===== src/rtl/wb_pkg.sv =====
package wb_pkg;

  typedef enum logic [2:0] {
    OP_WR_WIPER  = 3'd0,
    OP_RD_WIPER  = 3'd1,
    OP_WR_PRESET = 3'd2,
    OP_RD_PRESET = 3'd3,
    OP_COPY      = 3'd4
  } wb_op_e;

  typedef struct packed {
    logic wrWiper;
    logic rdWiper;
    logic wrPreset;
    logic rdPreset;
    logic copy;
  } wb_strobe_t;

endpackage


===== src/rtl/wb_ctrl.sv =====
module wb_ctrl
  import wb_pkg::*;
(
  input  logic       clk,
  input  logic       rstN,
  input  logic       cmdValid,
  input  logic [2:0] cmdOp,
  output wb_strobe_t strobe
);

  always_comb begin
    strobe = '0;
    if (cmdValid) begin
      case (cmdOp)
        OP_WR_WIPER:  strobe.wrWiper  = 1'b1;
        OP_RD_WIPER:  strobe.rdWiper  = 1'b1;
        OP_WR_PRESET: strobe.wrPreset = 1'b1;
        OP_RD_PRESET: strobe.rdPreset = 1'b1;
        OP_COPY:      strobe.copy     = 1'b1;
        default:      strobe = '0;
      endcase
    end
  end

  AST_ONE_STROBE: assert property (@(posedge clk) disable iff (!rstN)
    $countones(strobe) <= 1);

  AST_IDLE_NO_STROBE: assert property (@(posedge clk) disable iff (!rstN)
    !cmdValid |-> (strobe == '0));

endmodule


===== src/rtl/wb_datapath.sv =====
module wb_datapath
  import wb_pkg::*;
#(
  parameter int VAL_W = 6,
  parameter int NREG  = 4,
  parameter int RD_W  = 8,
  localparam int SEL_W = (NREG > 1) ? $clog2(NREG) : 1,
  localparam int TAPS  = 1 << VAL_W
) (
  input  logic             clk,
  input  logic             rstN,
  input  wb_strobe_t       strobe,
  input  logic [SEL_W-1:0] sel,
  input  logic [VAL_W-1:0] data,
  output logic [RD_W-1:0]  rdData,
  output logic             rdValid,
  output logic [TAPS-1:0]  tapSel
);

  logic [VAL_W-1:0] wiper;
  logic [VAL_W-1:0] preset [NREG];
  logic [VAL_W-1:0] presetPick;
  logic [VAL_W-1:0] rdPick;
  logic [TAPS-1:0]  tapNext;

  // preset storage, one register per index
  for (genvar i = 0; i < NREG; i++) begin : g_preset
    always_ff @(posedge clk or negedge rstN) begin
      if (!rstN)
        preset[i] <= '0;
      else if (strobe.wrPreset && (sel == SEL_W'(i)))
        preset[i] <= data;
    end
  end

  assign presetPick = preset[sel];

  // wiper register: direct load has priority over copy (never both)
  always_ff @(posedge clk or negedge rstN) begin
    if (!rstN)
      wiper <= '0;
    else if (strobe.wrWiper)
      wiper <= data;
    else if (strobe.copy)
      wiper <= presetPick;
  end

  // read port
  assign rdPick = strobe.rdWiper ? wiper : presetPick;

  always_ff @(posedge clk or negedge rstN) begin
    if (!rstN) begin
      rdData  <= '0;
      rdValid <= 1'b0;
    end else begin
      rdValid <= strobe.rdWiper | strobe.rdPreset;
      if (strobe.rdWiper | strobe.rdPreset)
        rdData <= RD_W'(rdPick);
    end
  end

  // tap decoder, one comparator per switch, registered output
  for (genvar t = 0; t < TAPS; t++) begin : g_tap
    assign tapNext[t] = (wiper == VAL_W'(t));
  end

  always_ff @(posedge clk or negedge rstN) begin
    if (!rstN)
      tapSel <= '0;
    else
      tapSel <= tapNext;
  end

  AST_RESET_QUIET: assert property (@(posedge clk)
    !rstN |-> (tapSel == '0 && !rdValid));

  AST_TAP_ONEHOT0: assert property (@(posedge clk) disable iff (!rstN)
    $onehot0(tapSel));

  AST_TAP_TRACK: assert property (@(posedge clk) disable iff (!rstN)
    $past(rstN) |-> tapSel[$past(wiper)]);

  AST_COPY_LOAD: assert property (@(posedge clk) disable iff (!rstN)
    strobe.copy |=> (wiper == $past(presetPick)));

  AST_DIRECT_LOAD: assert property (@(posedge clk) disable iff (!rstN)
    strobe.wrWiper |=> (wiper == $past(data)));

  AST_RD_PAD: assert property (@(posedge clk) disable iff (!rstN)
    rdData[RD_W-1:VAL_W] == '0);

  AST_RD_PULSE: assert property (@(posedge clk) disable iff (!rstN)
    !(strobe.rdWiper || strobe.rdPreset) |=> !rdValid);

  AST_RD_HOLD: assert property (@(posedge clk) disable iff (!rstN)
    !(strobe.rdWiper || strobe.rdPreset) |=> $stable(rdData));

  AST_RD_WIPER: assert property (@(posedge clk) disable iff (!rstN)
    strobe.rdWiper |=> (rdValid && rdData == RD_W'($past(wiper))));

endmodule


===== src/rtl/wiper_bank_top.sv =====
module wiper_bank_top
  import wb_pkg::*;
#(
  parameter int VAL_W = 6,
  parameter int NREG  = 4,
  parameter int RD_W  = 8,
  localparam int SEL_W = (NREG > 1) ? $clog2(NREG) : 1,
  localparam int TAPS  = 1 << VAL_W
) (
  input  logic             clk,
  input  logic             rstN,
  input  logic             cmdValid,
  input  logic [2:0]       cmdOp,
  input  logic [SEL_W-1:0] cmdSel,
  input  logic [VAL_W-1:0] cmdData,
  output logic [RD_W-1:0]  rdData,
  output logic             rdValid,
  output logic [TAPS-1:0]  tapSel
);

  wb_strobe_t strobe;

  wb_ctrl u_ctrl (
    .clk      (clk),
    .rstN     (rstN),
    .cmdValid (cmdValid),
    .cmdOp    (cmdOp),
    .strobe   (strobe)
  );

  wb_datapath #(
    .VAL_W (VAL_W),
    .NREG  (NREG),
    .RD_W  (RD_W)
  ) u_dp (
    .clk     (clk),
    .rstN    (rstN),
    .strobe  (strobe),
    .sel     (cmdSel),
    .data    (cmdData),
    .rdData  (rdData),
    .rdValid (rdValid),
    .tapSel  (tapSel)
  );

endmodule


===== config.mk =====
export PLATFORM = sky130hd
export DESIGN_NAME = wiper_bank_top
export DESIGN_NICKNAME = d
export VERILOG_FILES = /design/src/rtl/wb_pkg.sv /design/src/rtl/wb_ctrl.sv /design/src/rtl/wb_datapath.sv /design/src/rtl/wiper_bank_top.sv
export SDC_FILE = /design/constraint.sdc
export NUM_CORES = 1
export LEC_CHECK = 0
export BUFFER_PORTS_ARGS = -buffer_cell sky130_fd_sc_hd__buf_2
export CAP_MARGIN = 20
export CELL_PAD_IN_SITES_DETAIL_PLACEMENT = 1
export CELL_PAD_IN_SITES_GLOBAL_PLACEMENT = 2
export CORE_AREA = 2 2 105 107
export CTS_BUF_LIST = sky130_fd_sc_hd__clkbuf_4
export DETAILED_ROUTE_END_ITERATION = 12
export DIE_AREA = 0 0 107 109
export HOLD_SLACK_MARGIN = 0.15
export PLACE_DENSITY = 0.91
export SYNTH_ARGS = -nofsm -noshare
export SYNTH_HDL_FRONTEND = slang
export SYNTH_SLANG_ARGS = --single-unit

===== constraint.sdc =====
create_clock -name clk -period 1.6 [get_ports clk]
set_clock_uncertainty 0.2 [all_clocks]
set_input_delay 0.48 -clock clk [delete_from_list [all_inputs] [get_ports clk]]
set_output_delay 0.48 -clock clk [all_outputs]
set_load 0.1 [all_outputs]

==> reports/qor.yml <==
endpoint_kind: "output port"
final_antenna_net_count: 0
crit_slowest_cell: "dfrtp_1"
io_buffers: 84
grt_max_degree: 46
std_cell_rows: 38
dr.pass1.iters: 4
clkTransAtPathRegs_ns: 0.16
grt_pass1_vias: 2819
p_int_mw: 3.83
path_cells: "buf_12"
synth_flop_cell: "dfrtp_1"
synth_edf_count: 0
hpwl_mm: 7.41
insertion_delay_ns: 0.45
drc: 0
critPathMaxFanout: 1
crit_family: "flip-flops"
layout-drive-gt1-share: 0.399
die-area_mm2: 0.0117
setup_tns_ns: -9.54
synth.most_common_cell: "dfrtp_1"
yosys-top-cells-area: "dfrtp_1, nor2_1, mux2_2"
grt_use_total: 0.180
synth_warnings: 0
rrSetupSlack_ns: 0.05
worst_r2r_path_depth: 3
cts_tree: "built"
outcome: "finished with violations"
reg2reg_to: "u_dp.tapSel[28]"
vdd_ir_drop_max_v: 0.000598
failed_checks: "negative setup slack"
fin_cells: 536
hold_viol: 0
place_ws_ns: -0.452
cp-endpoint: "tapSel[59]"
area_delta_synth_final_pct: 53.7
yosys-top-cells-count: "dfrtp_1, nor2_1, mux2_2"
ys_seq_elements: 101
io-pin-count: 87
start_util: 0.347
setup_violations: 71
placedCellCount: 511
via_per_inst: 4.72
netSwitchingFraction: 0.369
drt-total-wl_mm: 9.56
h-tree-depth: 3
comb_power_share: 0.313
root_buffer: "clkbuf_4"
post-route-period-util: 1.11
fin_ws_ns: -0.175
cp.arrival_ns: 1.09
gp_congestion: 0.770
cts-buffers-inserted: 9
yosysSeqAreaShare: 0.687
clockPowerShare: 0.193
path_class: "flip-flop to output port"
yosysTopAreaCellShare: 0.687
p_seq_frac: 0.494
finalMaxSlewViolations: 0
worstSetupStartpointType: "flip-flop"
netlist_area_mm2: 0.00368
crit_start: "u_dp.tapSel[59]"
cp.depth: 1
die_x_um: 107
final_nets: 406
coreArea_mm2: 0.0106
critPathMaxStageDelay_ns: 0.45
die_h_um: 109
grt-ovfl-total: 0
max_freq_mhz: 564
async_flop_share: 1.00
vias: 2531
cp_num_buf_inv: 1
clock-sinks: 101
synth_area_per_cell_um2: 13.0
drt_iter0_drc: 54
antenna_found_initial: 0
hold_path.class: "primary input to async pin"
fin_crit_ns: 1.77
critPathRequiredTime_ns: 0.92
p_per_area_mw_per_mm2: 1070
antennaDiodeCount: 0
clockBufferDepth: 2
post_drt_wl_per_cell_um: 17.8
postLayoutCoreUtil: 0.534
drv_cap: 0
rsz0062_at_grt: "yes"
p_sw_mw: 2.24
reg2reg_from: "u_dp.wiper[1]"
ys_types: 22
grt_pass1_wl_mm: 15.9
yosysTopAreaCell: "dfrtp_1"
p_leak_nw: 2.60
synth_cells: 284
## worst min-delay path by stage
| stage | depth (start not counted) | slack (ns) | to |
|---|---|---|---|
| after global routing | 2 | 0.27 | u_dp.tapSel[23] |
| after CTS | 2 | 0.24 | u_dp.tapSel[30] |
| after floorplan | 0 | -0.02 | u_dp.preset[0] |
| after detailed placement | 1 | 0.17 | u_dp.tapSel[39] |
| after global placement | 1 | 0.17 | u_dp.tapSel[42] |
| final | 2 | 0.27 | u_dp.tapSel[39] |
## layout by cell type (no fill, tap or decap), drive strengths merged, types with 4 or more instances in the layout
master | netlist | routed
a21oi | 12 | 12
buf | 7 | 108
clkbuf | 12 | 10
dfrtp | 101 | 101
dlygate4sd3 | 0 | 7
mux2 | 24 | 24
mux2i | 12 | 12
mux4 | 6 | 6
nand2 | 10 | 10
nand3 | 7 | 7
nor2 | 78 | 78
nor2b | 4 | 4
## per-stage QoR
stage	hold slack, ns	power (mW)	area (um^2)
finish	0.271	6.06	5660
global route	0.270	6.33	5660
CTS	0.242	6.11	5640
detailed placement	0.172	4.93	5450
global placement	0.165	4.85	5450
floorplan	-0.0156	4.15	3720
## worst register-to-register path, cell delays in order, from the launching register on
cell	delay [ns]
dfrtp_1	0.53
nor2_1	0.37
nand3_1	0.23
nor2_1	0.17
## what timing repair did
item | 4_1_cts | 5_1_grt
setup endpoints to repair | 73 | 88
endpoints found under the hold margin | 125 | 0
hold buffers | 7 | 0
buffers inserted | 1 | 2
gates resized for setup | 1 | 2
## per-layer routing
layer | wire, um | share of wire | vias up | global-route usage
met1 | 3820 | 0.40 | 1293 | 0.218
met5 | 0 | 0 | - | 0
met2 | 5010 | 0.52 | 85 | 0.316
met3 | 593 | 0.062 | 12 | 0.0466
met4 | 129 | 0.013 | 0 | 0.0557
li1 | - | - | 1141 | -
## state kept, by name, indices dropped and copies added, names as in the netlist
signal	cells
u_dp.tapSel	64
u_dp.rdData	6
u_dp.rdValid	1
u_dp.preset	24
u_dp.wiper	6
## layout make-up
type                       count  area [um^2]
clock inverter                 5         36.3
fill                        1027         4940
sequential                   101         2530
multi-input combinational    165         1080
clock buffer                  10         75.1
tap                          140          175
timing repair buffer         115         1760
## power by group through the flow
stage	registers (mW)	logic (mW)	clock network [mW]
finish	3.00	1.90	1.17
global route	3.03	2.00	1.30
CTS	3.00	1.91	1.20
detailed placement	3.05	1.89	0
global placement	3.03	1.83	0
floorplan	3.60	0.550	0
## cells by family after synthesis
kind of cell	after synthesis	synth area share
AO/OA/AOI/OAI	12	0.0163
flip-flops	101	0.687
AND/OR/NAND/NOR	109	0.130
buffers and inverters	19	0.0234
other	1	0.00102
multiplexers	42	0.143
(Power assumes the default switching activity.)
